===== src/rtl/stall_pkg.sv =====
package stall_pkg;
  localparam int unsigned LIMIT_W    = 24;
  localparam int unsigned INIT_TICKS = 16;

  // True when one more strobe brings the count to the limit (limit 0 acts as 1).
  function automatic logic limit_hit(input logic [LIMIT_W-1:0] cnt,
                                     input logic [LIMIT_W-1:0] lim);
    logic [LIMIT_W:0] nxt;
    nxt = {1'b0, cnt} + {{LIMIT_W{1'b0}}, 1'b1};
    return (lim == '0) || (nxt >= {1'b0, lim});
  endfunction
endpackage


===== src/rtl/stall_por.sv =====
module stall_por #(
  parameter int unsigned TICKS = stall_pkg::INIT_TICKS
) (
  input  logic clk,
  input  logic rst_n,
  input  logic tick,
  output logic busy
);
  localparam int unsigned CW = (TICKS > 1) ? $clog2(TICKS) : 1;
  localparam logic [CW-1:0] LAST = CW'(TICKS - 1);

  logic [CW-1:0] cnt_q;

  always_ff @(posedge clk or negedge rst_n) begin
    if (!rst_n) begin
      busy  <= 1'b1;
      cnt_q <= '0;
    end else if (busy && tick) begin
      if (cnt_q == LAST) busy <= 1'b0;
      else               cnt_q <= cnt_q + 1'b1;
    end
  end
endmodule


===== src/rtl/stall_timer.sv =====
module stall_timer #(
  parameter int unsigned W = stall_pkg::LIMIT_W
) (
  input  logic         clk,
  input  logic         rst_n,
  input  logic         clr,
  input  logic         tick,
  input  logic [W-1:0] lim,
  output logic         hit_evt
);
  logic [W-1:0] cnt_q;
  logic         at_lim;

  assign at_lim  = stall_pkg::limit_hit(cnt_q, lim);
  assign hit_evt = !clr && tick && at_lim;

  always_ff @(posedge clk or negedge rst_n) begin
    if (!rst_n)                 cnt_q <= '0;
    else if (clr)               cnt_q <= '0;
    else if (tick && !at_lim)   cnt_q <= cnt_q + 1'b1;
  end
endmodule


===== src/rtl/stall_latch.sv =====
module stall_latch #(
  parameter bit ENABLE = 1'b1
) (
  input  logic clk,
  input  logic rst_n,
  input  logic clr,
  input  logic set_evt,
  output logic latched,
  output logic set_pulse
);
  generate
    if (ENABLE) begin : g_on
      logic lat_q, pls_q;
      always_ff @(posedge clk or negedge rst_n) begin
        if (!rst_n) begin
          lat_q <= 1'b0;
          pls_q <= 1'b0;
        end else if (clr) begin
          lat_q <= 1'b0;
          pls_q <= 1'b0;
        end else begin
          pls_q <= set_evt && !lat_q;
          if (set_evt) lat_q <= 1'b1;
        end
      end
      assign latched   = lat_q;
      assign set_pulse = pls_q;
    end else begin : g_off
      logic unused_in;
      assign unused_in = clk ^ rst_n ^ clr ^ set_evt;
      assign latched   = 1'b0;
      assign set_pulse = 1'b0;
    end
  endgenerate
endmodule


===== src/rtl/stall_guard.sv =====
module stall_guard #(
  parameter bit          PROTECT_EN = 1'b1,
  parameter int unsigned LIMIT_W    = stall_pkg::LIMIT_W,
  parameter int unsigned INIT_TICKS = stall_pkg::INIT_TICKS
) (
  input  logic               clk,
  input  logic               rst_n,
  input  logic               run_n,
  input  logic               unlocked,
  input  logic               clk_brake,
  input  logic               tick,
  input  logic [LIMIT_W-1:0] limit,
  output logic               drive_off,
  output logic               trip_pulse,
  output logic               init_rst
);
  logic por_busy;
  logic cnt_clr;
  logic trip_evt;
  logic latch_clr;

  stall_por #(.TICKS(INIT_TICKS)) u_por (
    .clk(clk), .rst_n(rst_n), .tick(tick), .busy(por_busy)
  );

  assign cnt_clr   = por_busy || run_n || !unlocked || clk_brake;
  assign latch_clr = por_busy || run_n;

  stall_timer #(.W(LIMIT_W)) u_tmr (
    .clk(clk), .rst_n(rst_n), .clr(cnt_clr), .tick(tick),
    .lim(limit), .hit_evt(trip_evt)
  );

  stall_latch #(.ENABLE(PROTECT_EN)) u_lat (
    .clk(clk), .rst_n(rst_n), .clr(latch_clr), .set_evt(trip_evt),
    .latched(drive_off), .set_pulse(trip_pulse)
  );

  assign init_rst = por_busy;
endmodule


===== config.mk =====
export PLATFORM = sky130hd
export DESIGN_NAME = stall_guard
export DESIGN_NICKNAME = d
export VERILOG_FILES = /design/src/rtl/stall_pkg.sv /design/src/rtl/stall_por.sv /design/src/rtl/stall_timer.sv /design/src/rtl/stall_latch.sv /design/src/rtl/stall_guard.sv
export SDC_FILE = /design/constraint.sdc
export NUM_CORES = 1
export LEC_CHECK = 0
export ABC_AREA = 0
export ABC_CLOCK_PERIOD_IN_PS = 5100
export CAP_MARGIN = 25
export CORE_ASPECT_RATIO = 1.4
export CORE_MARGIN = 2
export CORE_UTILIZATION = 37
export CTS_BUF_LIST = sky130_fd_sc_hd__clkbuf_4 sky130_fd_sc_hd__clkbuf_8
export DETAILED_ROUTE_END_ITERATION = 6
export GPL_ROUTABILITY_DRIVEN = 0
export MAX_ROUTING_LAYER = met4
export PLACE_DENSITY_LB_ADDON = 0.12
export SYNTH_ARGS = -nofsm -noshare
export SYNTH_HDL_FRONTEND = slang
export SYNTH_SLANG_ARGS = --single-unit

===== constraint.sdc =====
create_clock -name clk -period 5.1 [get_ports clk]
set_clock_uncertainty 0.1 [all_clocks]
set_input_delay 1.02 -clock clk [delete_from_list [all_inputs] [get_ports clk]]
set_output_delay 1.02 -clock clk [all_outputs]
set_load 0.005 [all_outputs]

; ---- Word-level counts from Yosys, hierarchy flattened
; Cells that the tools add are included.
[totals]
out_inout_bits = 3
in_bits = 30
wordCells = 34
ff_bits = 31
[op_classes]
magnitude_cmp = 1
n_mux = 5
reduce_logical = 18
n_eq_ne = 1
bitwise_logic = 1
add_sub_neg = 3
[ops]
columns = op, count
row1 = two-way mux 24 bit, 2
row2 = "adder 24 x 1 -> 25 bit, second input constant", 1
row3 = >= comparator 25 x 24 -> 1 bit, 1
row4 = "adder 24 x 1 -> 24 bit, second input constant", 1
row5 = logical NOT 24 bit, 1
row6 = logical AND 1 bit, 5
row7 = "adder 4 x 1 -> 4 bit, second input constant", 1
row8 = "equality test 4 bit, second input constant", 1
row9 = logical NOT 1 bit, 4
row10 = logical OR 1 bit, 4
row11 = AND reduction 2 bit, 2
row12 = nonzero test 2 bit, 2
row13 = two-way mux 1 bit, 3
row14 = NOT 1 bit, 1

; ---- Logic depth before layout (Yosys ltp)
; Gate-level depths: netlist of run 1.
[depth]
depth_word = 8
depth_mapped = 16
mapped_depth_nobuf = 14

; ---- Modules after synthesis
; A second synthesis of run 1 with hierarchy kept.
[hier_totals]
hier_cells = 321
area_unflattened_um2 = 2834.0
[modules_own_cells]
columns = module, cells_per_inst, seq_area_each_um2, area_per_inst_um2, n_inst
row1 = stall_timer, 295, 600.6, 2509.9, 1
row2 = stall_por, 20, 126.4, 235.2, 1
row3 = stall_latch, 4, 50.0, 72.6, 1
row4 = stall_guard, 2, 0.0, 16.3, 1

; ---- Worst setup path after synthesis of run 1
; OpenSTA, ideal clock, no wires.
[synth_timing]
path_kind = reg-to-reg
from = register u_tmr.cnt_q[0]
to = register u_tmr.cnt_q[7]
stages_incl_launch_ff = 16
arrival_ps = 3519
path_buffers = 1
setup_time_ps = 120
path_slack_ps = 1362
synth_period_minus_slack_ps = 3738
required_ps = 4880
path_cell_list = dfrtp_1 ha_1 nand4_1 nor4_4 nand2_1 nor4_1 xnor2_1 ha_1 a211oi_1 o21ai_0 o211ai_1 nand3_4 nor4b_4 buf_6 a21oi_1 a31o_1
[synth_via]
elab_chain_len = 6
elab_cells_between_ends = 9
classes_between = add/sub (2) / order compare (1) / mux (2) / reduce/logical (4)
[synth_rtl]
columns = item, line_no
row1 = "start, declared", stall_timer.sv:11  ; logic [W-1:0] cnt_q;
row2 = "start signal, assigned", stall_timer.sv:20  ; else if (tick && !at_lim) cnt_q <= cnt_q + 1'b1;
row3 = adder 24 x 1 -> 25 bit, stall_pkg.sv:9  ; nxt = {1'b0, cnt} + {{LIMIT_W{1'b0}}, 1'b1};
row4 = >= comparator 25 x 24 -> 1 bit, stall_pkg.sv:10  ; return (lim == '0) || (nxt >= {1'b0, lim});
row5 = logical OR 1 bit, stall_pkg.sv:10
row6 = logical NOT 1 bit, stall_timer.sv:20
row7 = logical AND 1 bit, stall_timer.sv:20
row8 = nonzero test 2 bit (no source line), n/a
; Parallel ways exist; a longest one is shown, timed or not. The select of a mux whose other input is x is not followed.
; A chain may end at the register's enable or synchronous reset.

; ---- Final worst setup path of run 1
; Same ends and word-level chain as after synthesis.

==> results of run 1 <==
==> metrics by stage <==
step	instance area, sq um	cells	utilization (%)	total power, mW	hold slack (ps)
2_1_floorplan	2660	315	-	0.361	355
3_3_place_gp	3050	434	43.7	0.416	351
3_5_place_dp	3060	435	43.8	0.419	351
4_1_cts	3180	443	45.5	0.680	361
5_1_grt	3180	443	45.5	0.708	393
6_report	3180	443	45.5	0.670	353
==> power by group through the flow <==
stage | logic (mW) | clock network [mW] | registers, mW
finish | 0.118 | 0.258 | 0.294
global route | 0.135 | 0.275 | 0.298
CTS | 0.120 | 0.266 | 0.294
detailed placement | 0.120 | 0 | 0.299
global placement | 0.117 | 0 | 0.298
floorplan | 0.0683 | 0 | 0.293
==> final timing paths <==
check / endpoint / slack, ps / cells past startpoint
setup reg to reg: u_tmr.cnt_q[7] / 790 / 15
min in group asynchronous: u_tmr.cnt_q[20] / 1040 / 2
hold reg to reg: u_lat.set_pulse / 350 / 1
max in group asynchronous: u_por.busy / 3520 / 2
hold / removal: u_lat.set_pulse / 350 / 1
setup / recovery: u_tmr.cnt_q[7] / 790 / 15
==> final cells by class <==
cell class | count | area, sq um | area share (%)
sequential | 31 | 777 | 24.5
multi-input combinational | 241 | 1700 | 53.4
timing repair buffer | 35 | 343 | 10.8
clock buffer | 6 | 82.6 | 2.60
tap | 95 | 119 | 3.74
inverter | 33 | 124 | 3.90
clock inverter | 2 | 35.0 | 1.10
==> placed cells by master (no fill, tap or decap), types with 3 or more instances in the layout <==
cell type	n
inv_1	33
clkdlybuf4s50_1	32
dfrtp_1	30
nand2_1	27
ha_1	26
nor2_1	22
nand3_1	21
xnor2_1	21
a21oi_1	20
nor4_1	14
nor3_1	10
xor2_1	10
nand4_1	9
a21o_1	6
clkbuf_8	6
and3_1	5
o21ai_0	5
a31o_1	5
and3_2	4
a211oi_1	4
o21a_1	4
a31oi_1	3
buf_4	3
==> sequential cells by signal (all words and copies together) (netlist names) <==
name,count
u_lat.set_pulse,1
u_por.busy,1
u_lat.latched,1
u_por.cnt_q,4
u_tmr.cnt_q,24
==> routing by layer <==
layer	vias to the layer above	track usage [%]	share of wire (%)
li1	1180	-	-
met4	0	5.14	1.8
met2	20	32.5	55
met1	1040	21.6	42
met3	9	2.91	1.3
met5	-	-	0
==> cells by family (layout without fill, tap and decap cells) <==
family	Yosys count	count (layout)
compound gates	56	56
fa+ha+maj	26	26
flops	31	31
buf+inv	43	76
mux	2	2
simple gates	126	126
xor+xnor	31	31
==> impl_results.md, run 1 <==
* Vias in the first global route at 2,350
* Yosys warns at 0
* Reg power frac at 43.9%
* Post-synth top area cell: dfrtp_1
* Total wire length at 6420 um
* First-pass GRT wire length at 11,000 um
* Max VDD drop at 0.214 mV
* Syn Area/Cell at 8.44 sq um
* Cell variety after synth at 47
* Post-synth top cells: inv_1 (33), dfrtp_1 (30), nand2_1 (27)
* Leakage at 1.45 nW
* Antenna-violating nets left at 0
* Final worst slack at 787 ps
* Largest family of logic cells by synthesized area: simple AND/OR/NAND/NOR gates
* Max Fclk at 232 MHz
* Gr usage total at 18.7%
* Setup_tns at 0 ps
* Power density over cell area at 211 nW/um^2
* Clock buffer count from CTS at 5
* Worst Setup Path Type: register to register
* Combinational share of power at 17.6%
* Nets@finish at 403
* Final period util at 84.6%
* Largest net degree at the start of global routing at 35
* Critical Path RT at 5170 ps
* Worst slew pin tran at 920 ps
* Hold Path Origin: u_lat.latched
* Die height at 104 um
* Synth area leaders: dfrtp_1 (28%), ha_1 (12%), xnor2_1 (6.9%)
* Syn_nets at 371
* Status: complete, no violations
* Initial antenna violation count at 0
* Port bufs at 32
* Final Slew Violations at 0
* Sw Ratio at 27.0%
* Worst min-delay path class: register to register
* Net Switching at 0.181 mW
* Critical Path End Type: register
* 1st-pass router iterations at 4
* Die width at 75.6 um
* Die ar. at 7890 sq um
* Overflow left after global routing at 0
* Compound-cell area share of the yosys netlist at 14.3%
* Cell internal pwr at 0.489 mW
* Top cell type's share of synthesized area at 28.2%
* Hold buffer count at cts at 0
* Synth Instances at 315
* Worst path bufs/invs at 1
* Critical path origin: u_tmr.cnt_q[0]
* Worst skew pair latency at 290 ps
* RSZ-0062 raised after global routing: false
* Syn Std Cell Area at 2660 sq um
* Core Area at 6980 sq um
* CTS tree: built
* CP dominant cell by count: ha_1
* Share of synthesized registers carrying an async set or reset at 100%
* Simple-gate share of the synthesized area at 26.0%
* Post-cts gate resize count at 0
* Initial Util at 38.1%
* Routed length per placed instance at 14.5 um
* Synthesized-area fraction occupied by adder cells at 12.2%
* Post-CTS setup buffers at 0
* Seq/Total Area, Yosys at 29.2%
* Share of post-route cells with drive strength above 1 at 8.33%
* Antenna cells at 0
* Via count at 2,249
* XOR/XNOR Fraction of Synth Area at 10.2%
* DRT iter0 DRCs at 75
* Area growth from synthesis to layout at 19.4%
* CP max FO at 34
* FILL cells at 711
* Post-synth EDFFs at 0
* Final setup fails at 0
* Reg-to-reg critical path startpoint: u_tmr.cnt_q[0]
* CP max stage delay at 510 ps
* Min Clock Period, post-route at 4310 ps
* Detail Placement HPWL at 5120 um
* Crit-path cells: ha_1 -> nand4_1 -> nor4_4 -> nand2_1 -> nor4_1 -> xnor2_1 -> ha_1 -> a211oi_1 -> o21ai_0 -> o211ai_1 -> nand3_4 -> nor4b_4 -> buf_4 -> a21oi_1 -> a31o_1
* Post-placement setup slack at 741 ps
* Clock Power Share at 38.5%
* # IOs at 33
* Worst Setup Start Kind: register
* FP Rows at 36
* Clk sinks at 31
* Count leader, synth: inv_1
* Top delay family on crit path: simple AND/OR/NAND/NOR gates
* CP max-delay cell: nor4_1
* DRC Markers at 0
* Max-cap check violation count at 0
* Fin. Hold Viols at 0
* Max_slew headroom at 38.5%
* Primary FF master, synth: dfrtp_1
* Root Driver: clkbuf_8
* CTS H-tree depth at 2
* Mux cell area share after synthesis at 0.800%
* Max clock buf depth at 2
* Clk slew on worst S/H paths at 70 ps
* Vias per Instance at 5.08
* CP arrival at 4390 ps
* Register bit total from synthesis at 31
Note: power is estimated with default switching activity, not from simulation.
==> run 2, diff against run 1 <==
--- a/config.mk
+++ b/config.mk
@@ -6,7 +6,7 @@
 export NUM_CORES = 1
 export LEC_CHECK = 0
 export ABC_AREA = 0
-export ABC_CLOCK_PERIOD_IN_PS = 5100
+export ABC_CLOCK_PERIOD_IN_PS = 3600
 export CAP_MARGIN = 25
 export CORE_ASPECT_RATIO = 1.4
 export CORE_MARGIN = 2
==> constraint.sdc (replaced) <==
create_clock -name clk -period 3.6 [get_ports clk]
set_clock_uncertainty 0.1 [all_clocks]
set_input_delay 0.72 -clock clk [delete_from_list [all_inputs] [get_ports clk]]
set_output_delay 0.72 -clock clk [all_outputs]
set_load 0.005 [all_outputs]
==> impl_results.md, run 2 (synthesized netlist as in run 1, its figures left out) <==
* Status: complete, no violations
* CP max stage delay at 380 ps (-130 ps)
* Clock buffer count from CTS at 5 (unchanged)
* Clk sinks at 31 (unchanged)
* Overflow left after global routing at 0 (unchanged)
* # IOs at 33 (unchanged)
* Gr usage total at 19.9% (+1.2 points)
* DRT iter0 DRCs at 101 (+35%)
* Crit-path cells: nand4_1 -> nor3_2 -> and3_4 -> and3_2 -> and3_4 -> xnor2_2 -> ha_1 -> o21a_1 -> o211ai_1 -> nand3_4 -> nor4b_4 -> buf_4 -> buf_12 -> a21oi_1 -> a31o_1
* CTS tree: built
* Worst skew pair latency at 280 ps (about the same)
* Largest reg by FF count: u_tmr.cnt_q
* Leakage at 1.80 nW (+24%)
* Initial antenna violation count at 0 (unchanged)
* Die height at 104 um (unchanged)
* Initial Util at 38.1% (unchanged)
* Die ar. at 7890 sq um (unchanged)
* Port bufs at 32 (unchanged)
* DRC Markers at 0 (unchanged)
* Most common cell after layout, fill and taps aside: buf_4
* Worst Setup Start Kind: register
* Root Driver: clkbuf_8
* Final setup fails at 0 (unchanged)
* Area growth from synthesis to layout at 43.2%
* Power density over cell area at 253 nW/um^2 (+20%)
* CP dominant cell by count: and3_4
* Largest net degree at the start of global routing at 32 (-8.6%)
* Core Area at 6980 sq um (unchanged)
* Worst path bufs/invs at 2 (+1)
* RSZ-0062 raised after global routing: true
* Final period util at 97.2% (+13 points)
* Max VDD drop at 0.336 mV (+57%)
* Worst min-delay path class: register to register
* Commonest cells after routing, fill and taps aside: buf_4 (45), inv_1 (33), clkdlybuf4s50_1 (32)
* FILL cells at 662 (-6.9%)
* Max clock buf depth at 2 (unchanged)
* Share of post-route cells with drive strength above 1 at 28.1% (+20 points)
* CP arrival at 3580 ps (-810 ps)
* FF/Latch Area at 777 sq um (unchanged)
* Fin. Hold Viols at 0 (unchanged)
* FP Rows at 36 (unchanged)
* Max Fclk at 286 MHz (+23%)
* Final Slew Violations at 0 (unchanged)
* Detail Placement HPWL at 5300 um (+3.5%)
* Largest register FFs at 24 (unchanged)
* CP max-delay cell: dfrtp_1
* Multi-input gate area at 1930 sq um (+14%)
* Antenna-violating nets left at 0 (unchanged)
* CP max FO at 16 (-53%)
* CTS H-tree depth at 2 (unchanged)
* First-pass GRT wire length at 11,700 um (+6.6%)
* Die width at 75.6 um (unchanged)
* 1st-pass router iterations at 4 (unchanged)
* Min Clock Period, post-route at 3500 ps (-812 ps)
* Max-cap check violation count at 0 (unchanged)
* Nets@finish at 450 (+12%)
* Routed length per placed instance at 14.9 um (+2.5%)
* Top delay family on crit path: simple AND/OR/NAND/NOR gates
* Worst Setup Path Type: register to register
* Largest registers: u_tmr.cnt_q x24, u_por.cnt_q x4
* Critical Path End Type: register
* Clk slew on worst S/H paths at 70 ps (about the same)
* Critical Path RT at 3670 ps (-1500 ps)
* Vias in the first global route at 2,562 (+9.0%)
* Max_slew headroom at 33.3% (-5.2 points)
* Post-route insts no fill at 490 (+11%)
* Total wire length at 7280 um (+13%)
* Worst slew pin tran at 998 ps (+77.2 ps)
* Final Core Density at 54.5% (+9.1 points)
* Vias per Instance at 5.19 (+2.1%)
* Via count at 2,541 (+13%)
* Placed Cells at 463 (+6.4%)
* Antenna cells at 0 (unchanged)
run 2: power by group:
group,switching [mW],internal [mW]
Combinational,0.0901,0.0996
Sequential,0.0326,0.382
Clock,0.136,0.224
Total,0.259,0.705
run 2: per-layer routing:
| layer | global-route usage [%] | wire length [um] | up-vias |
|---|---|---|---|
| met2 | 35.5 | 3970 | 34 |
| met1 | 21.7 | 2920 | 1217 |
| met5 | - | 0 | - |
| met3 | 2.91 | 146 | 14 |
| met4 | 6.39 | 241 | 0 |
| li1 | - | - | 1276 |
run 2: what timing repair did:
action                     4_1_cts  5_1_grt
pin swaps                        7       26
setup endpoints to repair       19       24
resized for setup                8       36
gates cloned                     1        1
buffers inserted                 8        9
hold buffers                     0        0
run 2: path summary, 6_finish.rpt:
check	from	to	slack, ps	cells past startpoint
max	u_tmr.cnt_q[1]	u_tmr.cnt_q[11]	100	15
max reg2reg	u_tmr.cnt_q[1]	u_tmr.cnt_q[11]	100	15
min in group asynchronous	rst_n	u_tmr.cnt_q[23]	730	2
min reg2reg	u_lat.latched	u_lat.set_pulse	370	1
max in group asynchronous	rst_n	u_por.busy	2310	2
min	u_lat.latched	u_lat.set_pulse	370	1
run 2: layout make-up:
| class | count | area share [%] |
|---|---|---|
| clock buffers | 6 | 2.17 |
| clock inverters | 2 | 0.920 |
| inverters | 33 | 3.25 |
| multi-input cells | 241 | 50.8 |
| flip-flops and latches | 31 | 20.4 |
| well taps | 95 | 3.12 |
| repair buffers | 82 | 19.4 |
run 2: stage by stage:
| stage | hold WS, ps | instance area [sq um] | worst slack, ps | power (mW) | TNS, ps |
|---|---|---|---|---|---|
| CTS | 376 | 3550 | 2.54 | 0.966 | 0 |
| floorplan | 324 | 2670 | 1.37 | 0.511 | 0 |
| global placement | 356 | 3290 | 46.1 | 0.593 | 0 |
| global route | 384 | 3810 | -70.6 | 1.02 | -671 |
| detailed placement | 367 | 3290 | -115 | 0.596 | -1450 |
| finish | 370 | 3810 | 99.2 | 0.964 | 0 |
